--- src/rtl/snand_pkg.sv ---
package snand_pkg;
    localparam int unsigned WORD_W    = 32;
    localparam int unsigned MAX_LANES = 4;
    localparam int unsigned ADDR_W    = 3;
    localparam int unsigned STEP_W    = 6;
    localparam int unsigned WSEL_LSB  = 28;
    localparam int unsigned CS_STRIDE = 4;

    localparam logic [ADDR_W-1:0] OFS_CSEL   = 3'd0;
    localparam logic [ADDR_W-1:0] OFS_TXCMD  = 3'd1;
    localparam logic [ADDR_W-1:0] OFS_RXCMD  = 3'd2;
    localparam logic [ADDR_W-1:0] OFS_TXDAT  = 3'd3;
    localparam logic [ADDR_W-1:0] OFS_RXDAT  = 3'd4;
    localparam logic [ADDR_W-1:0] OFS_STAT   = 3'd5;
    localparam logic [ADDR_W-1:0] OFS_CLKDIV = 3'd6;

    typedef enum logic [1:0] {
        WID_X1  = 2'd0,
        WID_X2  = 2'd1,
        WID_X4  = 2'd2,
        WID_X4B = 2'd3
    } wid_e;

    typedef struct packed {
        logic [1:0] len_m1;
        wid_e       wid;
    } seg_cfg_t;

    // number of shift steps (sck periods) in one segment
    function automatic logic [STEP_W-1:0] seg_steps(input seg_cfg_t c);
        logic [STEP_W-1:0] nbytes;
        nbytes = {{(STEP_W-2){1'b0}}, c.len_m1} + 1'b1;
        case (c.wid)
            WID_X1:  return nbytes << 3;
            WID_X2:  return nbytes << 2;
            default: return nbytes << 1;
        endcase
    endfunction
endpackage

--- src/rtl/snand_clkdiv.sv ---
module snand_clkdiv #(
    parameter int unsigned DIV_W = 8
) (
    input  logic             clk,
    input  logic             rst_n,
    input  logic             run,
    input  logic [DIV_W-1:0] div,
    output logic             tick
);
    typedef struct packed {
        logic [DIV_W-1:0] cnt;
    } div_st_t;

    div_st_t st_d, st_q;

    always_comb begin
        st_d = st_q;
        tick = run && (st_q.cnt == div);
        if (!run || tick) begin
            st_d.cnt = '0;
        end else begin
            st_d.cnt = st_q.cnt + 1'b1;
        end
    end

    always_ff @(posedge clk or negedge rst_n) begin
        if (!rst_n) begin
            st_q <= '0;
        end else begin
            st_q <= st_d;
        end
    end
endmodule

--- src/rtl/snand_shifter.sv ---
module snand_shifter
    import snand_pkg::*;
(
    input  logic                 clk,
    input  logic                 rst_n,
    input  logic                 start,
    input  logic                 start_rx,
    input  seg_cfg_t             cfg,
    input  logic [WORD_W-1:0]    tx_word,
    input  logic                 tick,
    input  logic [MAX_LANES-1:0] io_in,
    output logic                 busy,
    output logic                 rx_busy,
    output logic                 sck,
    output logic                 rx_done,
    output logic [WORD_W-1:0]    rx_word,
    output logic [MAX_LANES-1:0] io_out,
    output logic [MAX_LANES-1:0] io_oe
);
    typedef struct packed {
        logic              busy;
        logic              rx;
        logic              sck;
        seg_cfg_t          cfg;
        logic [STEP_W-1:0] steps;
        logic [WORD_W-1:0] tx_sh;
        logic [WORD_W-1:0] rx_sh;
    } sh_st_t;

    sh_st_t st_d, st_q;

    always_comb begin
        st_d    = st_q;
        rx_done = 1'b0;
        if (!st_q.busy) begin
            if (start) begin
                st_d.busy  = 1'b1;
                st_d.rx    = start_rx;
                st_d.sck   = 1'b0;
                st_d.cfg   = cfg;
                st_d.steps = seg_steps(cfg);
                st_d.tx_sh = start_rx ? '0 : tx_word;
                st_d.rx_sh = '0;
            end
        end else if (tick) begin
            if (!st_q.sck) begin
                // rising edge: sample the lines
                st_d.sck = 1'b1;
                case (st_q.cfg.wid)
                    WID_X1:  st_d.rx_sh = {st_q.rx_sh[WORD_W-2:0], io_in[1]};
                    WID_X2:  st_d.rx_sh = {st_q.rx_sh[WORD_W-3:0], io_in[1:0]};
                    default: st_d.rx_sh = {st_q.rx_sh[WORD_W-MAX_LANES-1:0], io_in};
                endcase
            end else begin
                // falling edge: present the next bits
                st_d.sck = 1'b0;
                case (st_q.cfg.wid)
                    WID_X1:  st_d.tx_sh = st_q.tx_sh << 1;
                    WID_X2:  st_d.tx_sh = st_q.tx_sh << 2;
                    default: st_d.tx_sh = st_q.tx_sh << MAX_LANES;
                endcase
                st_d.steps = st_q.steps - 1'b1;
                if (st_q.steps == {{(STEP_W-1){1'b0}}, 1'b1}) begin
                    st_d.busy = 1'b0;
                    st_d.rx   = 1'b0;
                    rx_done   = st_q.rx;
                end
            end
        end
    end

    always_comb begin
        io_out = '0;
        io_oe  = '0;
        if (st_q.busy) begin
            case (st_q.cfg.wid)
                WID_X1: begin
                    io_out = {{(MAX_LANES-1){1'b0}}, st_q.tx_sh[WORD_W-1]};
                    io_oe  = {{(MAX_LANES-1){1'b0}}, 1'b1};
                end
                WID_X2: begin
                    io_out = {{(MAX_LANES-2){1'b0}}, st_q.tx_sh[WORD_W-1 -: 2]};
                    io_oe  = st_q.rx ? '0 : {{(MAX_LANES-2){1'b0}}, 2'b11};
                end
                default: begin
                    io_out = st_q.tx_sh[WORD_W-1 -: MAX_LANES];
                    io_oe  = st_q.rx ? '0 : '1;
                end
            endcase
        end
    end

    assign busy    = st_q.busy;
    assign rx_busy = st_q.rx;
    assign sck     = st_q.sck;
    assign rx_word = st_q.rx_sh << {(2'd3 - st_q.cfg.len_m1), 3'b000};

    always_ff @(posedge clk or negedge rst_n) begin
        if (!rst_n) begin
            st_q <= '0;
        end else begin
            st_q <= st_d;
        end
    end
endmodule

--- src/rtl/snand_pio_engine.sv ---
module snand_pio_engine
    import snand_pkg::*;
#(
    parameter int unsigned NUM_CS = 2,
    parameter int unsigned DIV_W  = 8
) (
    input  logic                 clk,
    input  logic                 rst_n,
    input  logic                 bus_we,
    input  logic [ADDR_W-1:0]    bus_addr,
    input  logic [WORD_W-1:0]    bus_wdata,
    output logic [WORD_W-1:0]    bus_rdata,
    output logic                 sck,
    output logic [NUM_CS-1:0]    cs_n,
    output logic [MAX_LANES-1:0] io_out,
    output logic [MAX_LANES-1:0] io_oe,
    input  logic [MAX_LANES-1:0] io_in
);
    localparam int unsigned CFG_GAP = WSEL_LSB - 2;

    typedef struct packed {
        logic [NUM_CS-1:0] cs_n;
        seg_cfg_t          tx_cfg;
        seg_cfg_t          rx_cfg;
        logic [DIV_W-1:0]  div;
        logic [WORD_W-1:0] rxdat;
    } top_st_t;

    top_st_t top_d, top_q;

    logic              eng_busy, eng_rx, tick, rx_done;
    logic              accept, launch_tx, launch_rx;
    seg_cfg_t          wr_cfg, seg_cfg;
    logic [WORD_W-1:0] rx_word, csel_rb;
    logic [1:0]        tx_len_w, rx_len_w;
    logic [3:0]        tx_cfg_w;
    logic [DIV_W-1:0]  div_w;
    logic [WORD_W-1:0] rxdat_w;
    logic              unused_wdata;

    function automatic logic [WORD_W-1:0] cfg_word(input seg_cfg_t c);
        return {{(WORD_W-WSEL_LSB-2){1'b0}}, c.wid, {CFG_GAP{1'b0}}, c.len_m1};
    endfunction

    always_comb begin
        wr_cfg.len_m1 = bus_wdata[1:0];
        wr_cfg.wid    = wid_e'(bus_wdata[WSEL_LSB+1:WSEL_LSB]);
        accept        = bus_we && !eng_busy;
        launch_tx     = accept && (bus_addr == OFS_TXDAT);
        launch_rx     = accept && (bus_addr == OFS_RXCMD);
        seg_cfg       = launch_rx ? wr_cfg : top_q.tx_cfg;

        top_d = top_q;
        if (bus_we && (bus_addr == OFS_CSEL)) begin
            for (int n = 0; n < NUM_CS; n++) begin
                top_d.cs_n[n] = bus_wdata[CS_STRIDE*n];
            end
        end
        if (accept && (bus_addr == OFS_TXCMD)) begin
            top_d.tx_cfg = wr_cfg;
        end
        if (launch_rx) begin
            top_d.rx_cfg = wr_cfg;
        end
        if (accept && (bus_addr == OFS_CLKDIV)) begin
            top_d.div = bus_wdata[DIV_W-1:0];
        end
        if (rx_done) begin
            top_d.rxdat = rx_word;
        end
    end

    always_ff @(posedge clk or negedge rst_n) begin
        if (!rst_n) begin
            top_q      <= '0;
            top_q.cs_n <= '1;
        end else begin
            top_q <= top_d;
        end
    end

    // select register read-back: unused bits read as one
    for (genvar b = 0; b < WORD_W; b++) begin : g_csel_rb
        if ((b % CS_STRIDE == 0) && (b / CS_STRIDE < NUM_CS)) begin : g_sel
            assign csel_rb[b] = top_q.cs_n[b/CS_STRIDE];
        end else begin : g_pad
            assign csel_rb[b] = 1'b1;
        end
    end

    always_comb begin
        case (bus_addr)
            OFS_CSEL:   bus_rdata = csel_rb;
            OFS_TXCMD:  bus_rdata = cfg_word(top_q.tx_cfg);
            OFS_RXCMD:  bus_rdata = cfg_word(top_q.rx_cfg);
            OFS_RXDAT:  bus_rdata = rxdat_w;
            OFS_STAT:   bus_rdata = {{(WORD_W-4){1'b0}}, eng_busy, eng_rx, eng_busy & ~eng_rx, 1'b0};
            OFS_CLKDIV: bus_rdata = {{(WORD_W-DIV_W){1'b0}}, div_w};
            default:    bus_rdata = '0;
        endcase
    end

    snand_clkdiv #(.DIV_W(DIV_W)) u_clkdiv (
        .clk   (clk),
        .rst_n (rst_n),
        .run   (eng_busy),
        .div   (div_w),
        .tick  (tick)
    );

    snand_shifter u_shifter (
        .clk      (clk),
        .rst_n    (rst_n),
        .start    (launch_tx || launch_rx),
        .start_rx (launch_rx),
        .cfg      (seg_cfg),
        .tx_word  (bus_wdata),
        .tick     (tick),
        .io_in    (io_in),
        .busy     (eng_busy),
        .rx_busy  (eng_rx),
        .sck      (sck),
        .rx_done  (rx_done),
        .rx_word  (rx_word),
        .io_out   (io_out),
        .io_oe    (io_oe)
    );

    assign cs_n         = top_q.cs_n;
    assign tx_len_w     = top_q.tx_cfg.len_m1;
    assign tx_cfg_w     = top_q.tx_cfg;
    assign rx_len_w     = top_q.rx_cfg.len_m1;
    assign div_w        = top_q.div;
    assign rxdat_w      = top_q.rxdat;
    assign unused_wdata = ^{bus_wdata, tx_len_w, rx_len_w, tx_cfg_w};
endmodule

--- config.mk ---
export PLATFORM = sky130hd
export DESIGN_NAME = snand_pio_engine
export DESIGN_NICKNAME = d
export VERILOG_FILES = /design/src/rtl/snand_pkg.sv /design/src/rtl/snand_clkdiv.sv /design/src/rtl/snand_shifter.sv /design/src/rtl/snand_pio_engine.sv
export SDC_FILE = /design/constraint.sdc
export NUM_CORES = 1
export LEC_CHECK = 0
export BUFFER_PORTS_ARGS = -buffer_cell sky130_fd_sc_hd__clkbuf_2
export CORE_MARGIN = 2
export CORE_UTILIZATION = 50
export CTS_CLUSTER_SIZE = 40
export DETAILED_ROUTE_END_ITERATION = 12
export HOLD_SLACK_MARGIN = 0.08
export PLACE_DENSITY = 0.69
export SLEW_MARGIN = 15
export SYNTH_ARGS = -nofsm -noshare
export SYNTH_HDL_FRONTEND = slang
export SYNTH_SLANG_ARGS = --single-unit
export TNS_END_PERCENT = 10
--- constraint.sdc ---
create_clock -name clk -period 2.9 [get_ports clk]
set_input_delay 0.58 -clock clk [delete_from_list [all_inputs] [get_ports clk]]
set_output_delay 0.58 -clock clk [all_outputs]
set_load 0.01 [all_outputs]
Word-level counts from Yosys, hierarchy flattened

Cells that the tools add are included.

Multiplexer cells: 27
Bitwise operators: 3
$add $sub $neg: 4
Reductions and logical operators: 19
Equality and inequality tests: 14
Shift operators: 1

Operators by type and width:

| operator                                             | number |
|---|---|
| one-hot mux 32 bit (6 select lines)                  | 1 |
| two-way mux 70 bit                                   | 2 |
| one-hot mux 32 bit (2 select lines)                  | 2 |
| two-way mux 77 bit                                   | 1 |
| two-way mux 32 bit                                   | 2 |
| two-way mux 38 bit                                   | 1 |
| << shifter 32 x 5 -> 32 bit                          | 1 |
| two-way mux 4 bit                                    | 4 |
| one-hot mux 4 bit (2 select lines)                   | 2 |
| one-hot mux 6 bit (2 select lines)                   | 1 |
| equality test 3 bit (second input constant)          | 3 |
| adder 8 x 1 -> 8 bit (second input constant)         | 1 |
| equality test 8 bit                                  | 1 |
| two-way mux 8 bit                                    | 1 |
| inequality test 2 bit (second input constant)        | 4 |
| logical AND 1 bit                                    | 7 |
| equality test 3 x 2 -> 1 bit (second input constant) | 2 |
| equality test 6 x 1 -> 1 bit (second input constant) | 1 |
| two-way mux 2 bit                                    | 3 |
| two-way mux 3 bit                                    | 2 |
| AND reduction 3 bit                                  | 2 |
| subtractor 6 x 1 -> 6 bit (second input constant)    | 1 |
| two-way mux 1 bit                                    | 5 |
| equality test 2 x 1 -> 1 bit (second input constant) | 2 |
| other kinds (12)                                     | 16 |

Word-level logic and storage cells: 84
Output and inout port bits: 43
Bits in registers: 135
Input port bits: 42

Logic depth before layout (Yosys ltp)

Depth after elaboration: 8
Depth in mapped cells: 12
Gate-level depth less buffers: 9

Hierarchy

Synthesis repeated with hierarchy kept, for this count alone.

Cell total of the unflattened synthesis: 871
Area total of the unflattened synthesis: 8,303.0 sq um

By module, submodules not included:

| module           | area each (sq um) | cells each | times used | sequential area each (sq um) |
|---|---|---|---|---|
| snand_shifter    | 5,383.9           | 587        | 1          | 1,926.8 |
| snand_pio_engine | 2,418.6           | 238        | 1          | 1,253.7 |
| snand_clkdiv     | 500.5             | 46         | 1          | 200.2 |

Worst setup path before layout

No wires, ideal clock.

Path type: input to register
From: input bus_addr[1]
To: register u_shifter.st_q[66] (netlist name)
Arrival time: 2.282 ns
Slack: 0.484 ns
Stages: 11
Setup time: 0.134 ns
Path buffers: 3
Data required time: 2.766 ns
Cells stage by stage: clkbuf_1 > nor2b_1 > buf_2 > and2_1 > buf_2 > nand2_1 > nand2_1 > ha_1 > a211o_1 > a32oi_1 > o21ai_0

RTL lines:

| element              | RTL line               | RTL |
|---|---|---|
| from (decl)          | snand_pio_engine.sv:10 | `input logic [ADDR_W-1:0] bus_addr,` |
| to (signal assigned) | snand_shifter.sv:102   | `st_q <= st_d;` |
| to (decl)            | snand_shifter.sv:30    | `sh_st_t st_d, st_q;` |

Worst setup path after layout

From: register u_shifter.st_q, in the netlist u_shifter.busy
To: output io_oe[0]

Longest elaborated chain between the ends: 1

RTL lines:

| element           | RTL line               | RTL |
|---|---|---|
| two-way mux 4 bit | snand_shifter.sv:75    | `if (st_q.busy) begin` |
| to (decl)         | snand_pio_engine.sv:16 | `output logic [MAX_LANES-1:0] io_oe,` |

Every way passes these cells.

==> results.sh <==
export IMPL_fin_tns_setup_ns=0
export IMPL_synth_warnings=0
export IMPL_whs_ns=0.4123
export IMPL_crit_fanout=32
export IMPL_grt_pass1_wl_um=34580
export IMPL_clock_sinks=135
export IMPL_stdcell_area_um2=9646
export IMPL_drive_gt1_frac=0.2352
export IMPL_hpwl_um=13640
export IMPL_power_mw=7.094
export IMPL_final_nets=1011
export IMPL_grt_setup_unrepaired="false"
export IMPL_drc=0
export IMPL_cts_resized=0
export IMPL_slew_headroom=0.5379
export IMPL_synth_compound_area_share=0.1421
export IMPL_grt_total_usage=0.2419
export IMPL_placed_cell_area_um2=8996
export IMPL_endpoint_kind="output port"
export IMPL_cp_top_family="buffers and inverters"
export IMPL_antenna_found_initial=0
export IMPL_grt_overflow=0
export IMPL_swShare=0.3378
export IMPL_dp_cells=1165
export IMPL_final_setup_worst_slack_ns=0.3539
export IMPL_drt_pass1_iterations=5
export IMPL_num_antenna_cells=0
export IMPL_dr_wl_met3_um=1341
export IMPL_cts_setup_buffers=0
export IMPL_synth_seq_cells=135
export IMPL_slowest_stage="dfrtp_2"
export IMPL_place_congestion=0.8480
export IMPL_core_um2=16520
export IMPL_root_buffer="clkbuf_16"
export IMPL_grt_max_degree=68
export IMPL_rows=47
export IMPL_cts_tree="done"
export IMPL_ys_seq_area_frac=0.4001
export IMPL_cp_required_ns=2.32
export IMPL_synthFlopType="dfrtp_1"
export IMPL_p_leak_nw=4.479
export IMPL_ant_nets=0
export IMPL_clk_pin_slew_ns=0.06
export IMPL_hold_viol_final=0
export IMPL_grt_pass1_vias=6551
export IMPL_die_w_um=134.0
export IMPL_vdd_drop_max_uv=454.3
export IMPL_routed_wl_um=20860
export IMPL_synth_edff_count=0
export IMPL_syn_inst=917
export IMPL_synth_xor_area_frac=0.01451
export IMPL_crit_path_start_kind="flip-flop"
export IMPL_fin_cells=1198
export IMPL_preCtsSetupSlack_ns=0.3316
export IMPL_area_growth_syn_to_layout_pct=14.14
export IMPL_synth_area_mux_share=0.2311
export IMPL_criticalPathCategory="reg2out"
export IMPL_start_util=0.5114
export IMPL_htree_levels=4
export IMPL_cp_arrival_ns=1.97
export IMPL_pwr_share_comb=0.268
export IMPL_p_clk_frac=0.330
export IMPL_max_freq_mhz=392.8
export IMPL_ys_types=57
export IMPL_vias_per_cell=5.701
export IMPL_fin_crit_sh=0.8780
export IMPL_fin_skew_ns=0.009872
export IMPL_power_frac_seq=0.402
export IMPL_worst_pin_slew_ns=0.6931
export IMPL_slew_violations=0
export IMPL_initialDrtViolationCount=520
export IMPL_synth_simple_gate_area_frac=0.1489
export IMPL_hold_buffers=1
export IMPL_synth_async_reset_ratio=1.000
export IMPL_netlist_area_um2=8451
export IMPL_wl_per_cell_um=17.41
export IMPL_finalSetupViolCount=0
export IMPL_syn_area_per_cell_um2=9.215
export IMPL_synth_top_family_by_area="multiplexers"
export IMPL_p_switching_mw=2.396
export IMPL_synth_adder_area_share=0.005922
export IMPL_worstPathCellList="buf_4 -> nand2_1 -> o21ai_0 -> clkbuf_2"
export IMPL_clockBufferDepth=2
export IMPL_vias=6830
export IMPL_die_area_um2=17960
export IMPL_ioPinCount=85
export IMPL_post_route_util=0.5837
export IMPL_cap_viol_max_count=0
export IMPL_wl_met1_um=10240
export IMPL_numCtsBuffers=17
export IMPL_pwr_density_cell_nw_per_um2=735.4
export IMPL_port_buffers=84
export IMPL_internal_power_mw=4.698
export IMPL_wl_met2_um=9026
export IMPL_syn_nets=963
export IMPL_highest_layer="met4"
export IMPL_slowest_delay_ns=0.43
export IMPL_status="complete, no violations"
export IMPL_fin_crit_ns=2.546
export IMPL_critPathBufInv=2
export IMPL_worstSkewPairLatency_ns=0.42
export IMPL_hold_class="in2reg"
export IMPL_fp_dieH_um=134.0
[power by group through the flow]
stage,Sequential (mW),Combinational (mW),Clock (mW)
finish,2.85,1.90,2.34
global route,2.90,2.16,2.45
CTS,2.83,1.91,2.36
detailed placement,2.85,1.88,0
global placement,2.85,1.84,0
floorplan,2.61,1.50,0
[cell usage in the layout, fill, tap and decap left out, types with 17 or more instances in the layout]
cell type    n
nor2_1      44
clkbuf_16   17
a22o_1      17
clkbuf_2    83
buf_4       20
dfrtp_1    130
inv_1       34
a21oi_1     46
mux2_2      47
mux2i_1     98
o21ai_0    102
mux2_4      28
nand2_1    142
nand3_1     41
[worst paths after layout]
check	slack [ns]	to	cells past startpoint	startpoint
setup reg to reg	0.53	rxdat_w[17]	6	div_w[6]
max in group asynchronous	1.48	u_shifter.st_q[13]	3	rst_n
min in group asynchronous	0.63	u_shifter.st_q[51]	2	rst_n
setup / recovery	0.35	io_oe[0]	4	u_shifter.busy
hold reg to reg	0.50	rx_len_w[1]	2	rx_len_w[1]
hold / removal	0.41	div_w[3]	2	bus_wdata[3]
[per-layer routing]
layer / GRT usage / up-vias
met1: 0.3673 / 3267
met2: 0.3527 / 227
met5: 0 / -
met3: 0.04346 / 19
met4: 0.06974 / 0
li1: - / 3317
[state kept, by name (all words and copies together) (netlist names), 2 cells and up]
register	flops
u_shifter.st_q	74
rxdat_w	32
div_w	8
u_clkdiv.st_q	8
top_q	4
cs_n	2
rx_len_w	2
tx_len_w	2
[synthesized netlist by cell type (all sizes together) (3+ instances only)]
master | instances | area (um^2)
nand2 | 143 | 539.3
dfrtp | 133 | 3328
o21ai | 104 | 520.5
mux2i | 98 | 980.9
mux2 | 75 | 949.7
clkbuf | 52 | 195.2
a21oi | 47 | 239.0
nor2 | 44 | 165.2
nand3 | 41 | 205.2
inv | 34 | 127.6
buf | 26 | 161.4
a22o | 17 | 148.9
and3 | 14 | 87.58
xor2 | 13 | 113.9
a22oi | 10 | 75.07
o211ai | 5 | 37.54
ha | 4 | 50.05
nand4b | 4 | 35.03
nor2b | 4 | 25.02
a211oi | 3 | 22.52
a31oi | 3 | 18.77
and2 | 3 | 20.02
nand4 | 3 | 33.78
nor3 | 3 | 15.01
nor3b | 3 | 27.52
o22ai | 3 | 18.77
[kinds of logic (layout without fill, tap and decap cells)]
group,after synthesis,after routing
compound gates,206,206
xor+xnor,14,14
fa+ha+maj,4,4
buf+inv,112,173
flops,135,135
mux,174,174
simple gates,272,272
[worst register-to-register path, stage by stage, from the launching register on]
cell and delay, ns:
dfrtp_1 0.45, xor2_1 0.22, nor4_4 0.35, and2_2 0.29, nand4_4 0.42, buf_4 0.39
mux2i_1 0.13
[area by class of cell]
| cell class | count | area (um^2) |
|---|---|---|
| Tap cell | 220 | 275.3 |
| Clock buffer | 20 | 466.7 |
| Clock inverter | 12 | 172.7 |
| Inverter | 34 | 127.6 |
| Sequential cell | 135 | 3390 |
| Timing Repair Buffer | 107 | 626.9 |
| Fill cell | 1452 | 6879 |
| Multi-Input combinational cell | 670 | 4587 |
No activity file was read; power rests on OpenSTA's default activity.
